--- config.mk ---
export PLATFORM = sky130hd
export DESIGN_NAME = imm_exec_unit
export DESIGN_NICKNAME = d
export VERILOG_FILES = /design/src/rtl/imm_exec_pkg.sv /design/src/rtl/imm_exec_decode.sv /design/src/rtl/imm_exec_alu.sv /design/src/rtl/imm_exec_regs.sv /design/src/rtl/imm_exec_unit.sv
export SDC_FILE = /design/constraint.sdc
export NUM_CORES = 1
export LEC_CHECK = 0
export ABC_AREA = 1
export BUFFER_PORTS_ARGS = -buffer_cell sky130_fd_sc_hd__buf_2
export CELL_PAD_IN_SITES_DETAIL_PLACEMENT = 2
export CELL_PAD_IN_SITES_GLOBAL_PLACEMENT = 2
export CORE_MARGIN = 5
export CORE_UTILIZATION = 31
export CTS_CLUSTER_SIZE = 8
export DETAILED_ROUTE_END_ITERATION = 16
export HOLD_SLACK_MARGIN = 0.03
export PLACE_DENSITY = 0.75
export SLEW_MARGIN = 20
export SYNTH_ARGS = -nofsm -noshare
export SYNTH_HDL_FRONTEND = slang
export SYNTH_SLANG_ARGS = --single-unit
--- constraint.sdc ---
create_clock -name clk -period 4.7 [get_ports clk]
set_input_delay 0.235 -clock clk [delete_from_list [all_inputs] [get_ports clk]]
set_output_delay 0.235 -clock clk [all_outputs]
set_load 0.01 [all_outputs]
--- src/rtl/imm_exec_pkg.sv ---
package imm_exec_pkg;

    localparam int INSTR_W  = 16;
    localparam int DATA_W   = 32;
    localparam int IMM_W    = 8;
    localparam int REG_AW   = 3;
    localparam int NUM_REGS = 1 << REG_AW;
    localparam int OP_W     = 2;
    localparam int TAG_W    = 3;

    localparam int TAG_LSB  = INSTR_W - TAG_W;
    localparam int OP_LSB   = TAG_LSB - OP_W;
    localparam int RD_LSB   = OP_LSB - REG_AW;

    localparam logic [TAG_W-1:0] FMT_TAG = 3'b001;

    typedef enum logic [OP_W-1:0] {
        OP_MOV = 2'd0,
        OP_CMP = 2'd1,
        OP_ADD = 2'd2,
        OP_SUB = 2'd3
    } imm_op_e;

    typedef struct packed {
        logic n;
        logic z;
        logic c;
        logic v;
    } cc_t;

    typedef struct packed {
        logic              legal;
        imm_op_e           op;
        logic [REG_AW-1:0] rd;
        logic [IMM_W-1:0]  imm;
    } dec_t;

    typedef struct packed {
        logic [DATA_W-1:0] value;
        cc_t               cc;
        logic              write_rd;
    } alu_out_t;

    function automatic logic [DATA_W-1:0] zext_imm(input logic [IMM_W-1:0] lit);
        return {{(DATA_W-IMM_W){1'b0}}, lit};
    endfunction

endpackage

--- src/rtl/imm_exec_decode.sv ---
module imm_exec_decode
    import imm_exec_pkg::*;
(
    input  logic [INSTR_W-1:0] instr,
    output dec_t               dec
);

    always_comb begin
        dec.legal = (instr[TAG_LSB +: TAG_W] == FMT_TAG);
        dec.op    = imm_op_e'(instr[OP_LSB +: OP_W]);
        dec.rd    = instr[RD_LSB +: REG_AW];
        dec.imm   = instr[IMM_W-1:0];
    end

endmodule

--- src/rtl/imm_exec_alu.sv ---
module imm_exec_alu
    import imm_exec_pkg::*;
(
    input  imm_op_e           op,
    input  logic [DATA_W-1:0] src,
    input  logic [IMM_W-1:0]  imm,
    input  cc_t               cc_in,
    output alu_out_t          res
);

    localparam int MSB = DATA_W - 1;

    logic [DATA_W-1:0] opnd;
    logic [DATA_W:0]   sum_w;
    logic [DATA_W:0]   dif_w;

    always_comb begin
        opnd  = zext_imm(imm);
        sum_w = {1'b0, src} + {1'b0, opnd};
        dif_w = {1'b0, src} + {1'b0, ~opnd} + {{DATA_W{1'b0}}, 1'b1};

        res          = '0;
        res.write_rd = (op != OP_CMP);
        unique case (op)
            OP_MOV: begin
                res.value = opnd;
                res.cc.c  = cc_in.c;
                res.cc.v  = cc_in.v;
            end
            OP_ADD: begin
                res.value = sum_w[MSB:0];
                res.cc.c  = sum_w[DATA_W];
                res.cc.v  = (src[MSB] == opnd[MSB]) && (sum_w[MSB] != src[MSB]);
            end
            default: begin
                res.value = dif_w[MSB:0];
                res.cc.c  = dif_w[DATA_W];
                res.cc.v  = (src[MSB] != opnd[MSB]) && (dif_w[MSB] != src[MSB]);
            end
        endcase
        res.cc.n = res.value[MSB];
        res.cc.z = (res.value == '0);
    end

endmodule

--- src/rtl/imm_exec_regs.sv ---
module imm_exec_regs #(
    parameter int DATA_W = 32,
    parameter int REG_AW = 3
) (
    input  logic              clk,
    input  logic              rst,
    input  logic              wr_en,
    input  logic [REG_AW-1:0] wr_addr,
    input  logic [DATA_W-1:0] wr_data,
    input  logic [REG_AW-1:0] ra_addr,
    output logic [DATA_W-1:0] ra_data,
    input  logic [REG_AW-1:0] rb_addr,
    output logic [DATA_W-1:0] rb_data
);

    localparam int NREG = 1 << REG_AW;

    logic [DATA_W-1:0] bank [NREG];

    for (genvar g = 0; g < NREG; g++) begin : g_reg
        logic [DATA_W-1:0] q;
        always_ff @(posedge clk) begin
            if (rst) begin
                q <= '0;
            end else if (wr_en && (wr_addr == REG_AW'(g))) begin
                q <= wr_data;
            end
        end
        assign bank[g] = q;
    end

    assign ra_data = bank[ra_addr];
    assign rb_data = bank[rb_addr];

endmodule

--- src/rtl/imm_exec_unit.sv ---
module imm_exec_unit
    import imm_exec_pkg::*;
(
    input  logic               clk,
    input  logic               rst,
    input  logic               in_valid,
    input  logic [INSTR_W-1:0] in_instr,
    output logic               illegal,
    input  logic [REG_AW-1:0]  rd_sel,
    output logic [DATA_W-1:0]  rd_data,
    output logic [3:0]         flags_o
);

    dec_t              dec;
    alu_out_t          alu;
    cc_t               cc_q;
    logic [DATA_W-1:0] src_val;
    logic              fire;
    logic              ill_q;

    imm_exec_decode u_dec (
        .instr (in_instr),
        .dec   (dec)
    );

    assign fire = in_valid && dec.legal;

    imm_exec_regs #(
        .DATA_W (DATA_W),
        .REG_AW (REG_AW)
    ) u_regs (
        .clk     (clk),
        .rst     (rst),
        .wr_en   (fire && alu.write_rd),
        .wr_addr (dec.rd),
        .wr_data (alu.value),
        .ra_addr (dec.rd),
        .ra_data (src_val),
        .rb_addr (rd_sel),
        .rb_data (rd_data)
    );

    imm_exec_alu u_alu (
        .op    (dec.op),
        .src   (src_val),
        .imm   (dec.imm),
        .cc_in (cc_q),
        .res   (alu)
    );

    always_ff @(posedge clk) begin
        if (rst) begin
            cc_q  <= '0;
            ill_q <= 1'b0;
        end else begin
            ill_q <= in_valid && !dec.legal;
            if (fire) begin
                cc_q <= alu.cc;
            end
        end
    end

    assign illegal = ill_q;
    assign flags_o = cc_q;

endmodule

# --- Word-level counts from Yosys, hierarchy flattened ---
# Index checks and enable logic that the tools add are counted.
word_totals:
  register_bits: 261
  inputBits: 22
  word_cells: 61
op_classes:
  add_sub_neg: 3
  magnitude_cmp: 2
  n_eq_ne: 12
  n_mux: 8
  bitwise: 5
  reduce_logical: 18
ops:
  columns: ["operator", "n"]
  rows:
  - ["$bmux 32 s3", 2]
  - ["$mux 32", 4]
  - ["$pmux 32 s2", 1]
  - ["$add 32x32->33", 1]
  - ["$add 32x8->33", 1]
  - ["$add 33x1->33 const B", 1]
  - ["$logic_not 32->1", 1]
  - ["$not 8->32", 1]
  - ["$logic_and 1x1->1", 13]
  - ["$eq 3x3->1 const B", 4]
  - ["$ge 4x4->1 const B", 2]
  - ["$not 3->4", 2]
  - ["$eq 3x1->1 const B", 2]
  - ["$eq 3x2->1 const B", 2]
  - ["$pmux 2 s2", 1]
  - ["$logic_not 3->1", 1]
  - ["$eq 2x2->1 const B", 1]
  - ["$logic_not 2->1", 1]
  - ["$ne 1x1->1", 2]
  - ["$ne 2x1->1 const B", 1]
  - ["$not 1->1", 2]
  - ["$reduce_and 2->1", 1]
  - ["$logic_not 1->1", 1]

# --- Longest topological paths before layout ---
depth:
  depth_word: 9
  depth_mapped: 44

# --- Modules after synthesis ---
# From an unflattened synthesis, not the netlist that was laid out.
hier_totals:
  cells_unflattened: 3335
  area_unflattened_um2: 18507.8
by_module_without_submodules:
  columns: ["mod", "instances", "cells_per_inst", "area_per_inst_um2"]
  rows:
  - ["imm_exec_regs", 1, 2574, 14691.6]
  - ["imm_exec_alu", 1, 714, 3504.6]
  - ["imm_exec_unit", 1, 31, 200.2]
  - ["imm_exec_decode", 1, 16, 111.4]

# --- Least setup slack after synthesis ---
# No wires, ideal clock.
synth_path:
  kind: "input to register"
  start: "in in_instr[10]"
  end: "reg cc_q, in the netlist flags_o[2]"
  setup_time_ps: 71
  arrival_ps: 4759
  slack_ps: -130
  path_stages: 42
  n_path_buf: 5
  path_cell_list: "buf_4 inv_2 buf_2 buf_2 clkbuf_1 clkbuf_1 a21oi_1 a32oi_1 ha_1 inv_1 nor2_1 nand2_1 nand2_1 nand2_1 nand2_1 nand2_1 inv_1 nor2_2 [... 6 more ...] ha_1 inv_1 o22ai_1 clkinv_1 nand4_1 nor2_1 nand3_1 nor2_1 nand2_1 nor2_1 nand2_1 nor2_1 nand2_1 nor2_1 nand2_1 nor2_1 nand2_1 a21oi_1"
synth_via:
  elab_chain_cells: 8
synth_lines:
  columns: ["element", "line_no", "text"]
  rows:
  - ["start: declaration", "imm_exec_unit.sv:7", "input logic [INSTR_W-1:0] in_instr,"]
  - ["$not 3->4 (not written as such) *", "imm_exec_regs.sv:32", "assign ra_data = bank[ra_addr];"]
  - ["$bmux 32 s3 *", "imm_exec_regs.sv:32", null]
  - ["$mux 32 (not written as such) * (2 in series)", "imm_exec_regs.sv:32", null]
  - ["$add 32x32->33", "imm_exec_alu.sv:20", "dif_w = {1'b0, src} + {1'b0, ~opnd} + {{DATA_W{1'b0}}, 1'b1};"]
  - ["$add 33x1->33", "imm_exec_alu.sv:20", null]
  - ["$pmux 32 s2 *", "imm_exec_alu.sv:24", "unique case (op)"]
  - ["$logic_not 32->1 *", "imm_exec_alu.sv:42", "res.cc.z = (res.value == '0);"]
  - ["end signal: assignment", "imm_exec_unit.sv:58", "cc_q <= alu.cc;"]
  - ["end: declaration", "imm_exec_unit.sv:16", "cc_t cc_q;"]
# Every way passes the cells marked *; elsewhere a longest branch is shown, timed or not. The select of a mux whose other input is x is not followed.
# A chain may end at the register's enable or synchronous reset.

# --- Final worst setup path ---
layout_path:
  start: "reg u_regs.g_reg[6].q[0]"
  end: "reg cc_q, in the netlist flags_o[2]"
layout_via:
  elab_chain_cells: 7
layout_lines:
  columns: ["element", "line_no", "text"]
  rows:
  - ["start: declaration", "imm_exec_regs.sv:21", "logic [DATA_W-1:0] q;"]
  - ["start signal: assignment", "imm_exec_regs.sv:26", "q <= wr_data;"]
  - ["$bmux 32 s3 *", "imm_exec_regs.sv:32", null]
  - ["$mux 32 (not written as such) * (2 in series)", "imm_exec_regs.sv:32", null]
  - ["$add 32x32->33", "imm_exec_alu.sv:20", null]
  - ["$add 33x1->33", "imm_exec_alu.sv:20", null]
  - ["$pmux 32 s2 *", "imm_exec_alu.sv:24", null]
  - ["$logic_not 32->1 *", "imm_exec_alu.sv:42", null]
# Marks and branches as above.

==> flow_summary.yaml <==
finish:
  nFillCells: 6652
  layout_commonest_cell: "nand2_1"
  multi_input_area_mm2: 0.00949
  drive_gt1_frac: 0.131
  seq_area_mm2: 0.00524
  utilization: 0.369
  final_cell_mix: "nand2_1, inv_1, o21ai_0"
  syn2layout_area_growth_pct: 17.6
  nNetsFinal: 2942
  num_antenna_cells: 0
clock_network:
  root_buffer: "clkbuf_16"
  clk_path_buf_depth: 3
  clkLatencyLatePin_ps: 570
  htreeDepth: 2
  cts_buffers: 40
  clock_sinks: 261
  clkTransAtPathRegs_ps: 50
  cts_tree: "yes"
synthesis:
  syn_nets: 2864
  syn_inst: 2821
  synth_compound_area_frac: 0.271
  synthArstFlopShare: 0
  synth_fa_ha_area_frac: 0.0164
  syn_area_per_cell_um2: 6.00
  ys_warn_count: 0
  synth-seq-area-share: 0.309
  ys_ff_latch: 261
  synth_ff_type: "dfxtp_1"
  synth_area_mm2: 0.0169
  synth_edf_count: 0
  synth_top_family_by_area: "compound AO/OA/AOI/OAI gates"
  synthXorXnorAreaFrac: 0.000518
  synthSimpleGateAreaFrac: 0.257
  synth.area.mux_share: 0
  synth_cell_type_count: 39
floorplanning:
  die_area_mm2: 0.0593
  core_mm2: 0.0539
  num_rows: 85
  start_util: 0.314
  die-height_um: 244
  ios: 59
  die_w_um: 244
grt:
  grt_usage: 0.262
  gr-total-overflow: 0
  antenna_found_initial: 1
  grt_first_pass_wirelength_mm: 124
  grt_max_degree: 77
  grt_pass1_vias: 21100
worst_setup_path:
  cp.arrival_ps: 5020
  cp_slowest_cell: "dfxtp_1"
  start_kind: "flop"
  critPathMostFrequentCell: "nor2_1"
  cp_data_required_time_ps: 5190
  worstSetupPathType: "flop to flop"
  worst_setup_path_end_kind: "flop"
  crit_fanout: 2
  max_stage_delay_ps: 320
timing:
  finClkSkew_ps: 17.0
  layout_setup_ws_ps: 165
  fin_crit_sh: 0.965
  finalSetupViolations: 0
  worstMarginPinSlew_ps: 1040
  clock.fmax_mhz: 220
  drv_slew: 0
  maxSlewHeadroom: 0.306
  fin_crit_ps: 4540
  rsz0062_at_grt: "yes"
  finalSetupTns_ps: 0
  hold_viol: 0
detailed_routing:
  viasPerCell: 5.50
  postRouteWirelength_mm: 81.8
  wl_per_cell_um: 22.7
  dr_total_vias: 19800
  drtIter0Drc: 1077
  drc: 0
  postRouteAntennaNets: 0
  detail_route.first_pass.iterations: 5
place:
  place.gp.congestion: 0.920
  pre_cts_ws_ps: -288
  io_buffers: 58
  hpwl_mm: 55.5
pwr:
  switchingPower_uw: 1730
  power.internal_uw: 4100
  p_seq_frac: 0.384
  power.total_uw: 5830
  p_leak_uw: 0.00951
  ir_drop_mv: 0.211
  sw_frac_of_total: 0.297
  p_per_area_mw_per_mm2: 293
  p_clk_frac: 0.467
  comb_power_share: 0.149
worst_hold_path:
  worst_hold_path_type: "input pin to flop"
outcome:
  outcome: "finished, final reports clean"
flow_run:
  maxCapViolCount: 0
==> metrics by stage <==
stage | cell area (um2) | hold slack (ps) | std cells
after floorplan | 16900 | 361 | 2821
after global routing | 19900 | 208 | 3602
final | 19900 | 193 | 3602
after detailed placement | 18300 | 486 | 3532
after global placement | 18300 | 457 | 3532
after CTS | 19500 | 191 | 3583
==> Yosys cell counts (3+ instances only) <==
library cell	number	area share
ha_1	19	0.014
nor2_2	15	0.0055
nand2_1	581	0.13
o22ai_1	6	0.0022
a22oi_1	8	0.0035
buf_2	17	0.0050
a32oi_1	4	0.0021
o21ai_0	382	0.11
nor2_1	260	0.058
a21oi_1	333	0.099
clkinv_1	6	0.0013
clkbuf_1	114	0.025
nand2_2	21	0.0078
buf_4	6	0.0027
o21bai_1	11	0.0049
nand3_1	151	0.045
o211ai_1	23	0.010
inv_1	440	0.098
buf_1	20	0.0044
nor3_1	4	0.0012
nand3_2	3	0.0018
nor2_4	4	0.0027
nand4_1	11	0.0041
a221oi_1	22	0.011
buf_6	11	0.0073
nand3b_1	3	0.0013
o221ai_1	4	0.0021
dfxtp_1	261	0.31
a211oi_1	4	0.0018
a31oi_1	33	0.012
inv_2	11	0.0024
o21ai_1	22	0.0065
==> worst paths after layout <==
kind | to | start | slack [ps] | cells past startpoint
setup / recovery | flags_o[2]$_SDFFE_PP0P_ | u_regs.g_reg[6].q[0]$_SDFFE_PP0P_ | 160 | 38
setup reg to reg | flags_o[2]$_SDFFE_PP0P_ | u_regs.g_reg[6].q[0]$_SDFFE_PP0P_ | 160 | 38
hold reg to reg | u_regs.g_reg[2].q[2]$_SDFFE_PP0P_ | u_regs.g_reg[2].q[2]$_SDFFE_PP0P_ | 520 | 2
hold / removal | flags_o[3]$_SDFFE_PP0P_ | in_instr[14] | 190 | 4
==> what timing repair did <==
item,CTS,global route
setup buffers,0,20
hold endpoints to repair,1,0
setup endpoints to repair,0,1
hold buffers,2,0
gates resized for setup,0,91
==> critical path: cells and delay by family (launching register included) <==
| family | cells | cell delay, ps |
|---|---|---|
| AOI/OAI and AO/OA | 5 | 750 |
| DFF | 1 | 320 |
| adders and majority gates | 2 | 450 |
| buffers and inverters | 5 | 400 |
| and+or+nand+nor | 26 | 2550 |
==> area by class of cell <==
type / count / area share
flip-flops and latches: 261 / 0.263
clock inverters: 3 / 0.00214
multi-input cells: 1935 / 0.477
clock buffers: 46 / 0.0535
repair buffers: 204 / 0.0731
well taps: 696 / 0.0438
inverters: 457 / 0.0867
==> power groups by stage <==
stage               registers [uW]  logic [uW]  clock network, uW
floorplan                     2280         458                  0
global placement              2280         802                  0
detailed placement            2280         823                  0
CTS                           2240         830               2780
global route                  2240         935               2860
finish                        2240         869               2720
==> state kept, by name (all words and copies together), names as in the netlist <==
signal      cells
flags_o         4
illegal         1
u_regs.g.q    256
==> cells by family (layout without fill, tap and decap cells) <==
logic type / count (synthesis) / in the layout
compound gates: 857 / 857
fa+ha+maj: 21 / 21
simple gates: 1056 / 1056
xor+xnor: 1 / 1
flops: 261 / 261
buf+inv: 625 / 710
==> metal layers <==
layer	global-route usage	wire length (um)
met1	0.336	36700
met4	0.0659	1900
met2	0.466	40100
met5	0	0
met3	0.0342	3080
No activity file was read; power rests on OpenSTA's default activity.
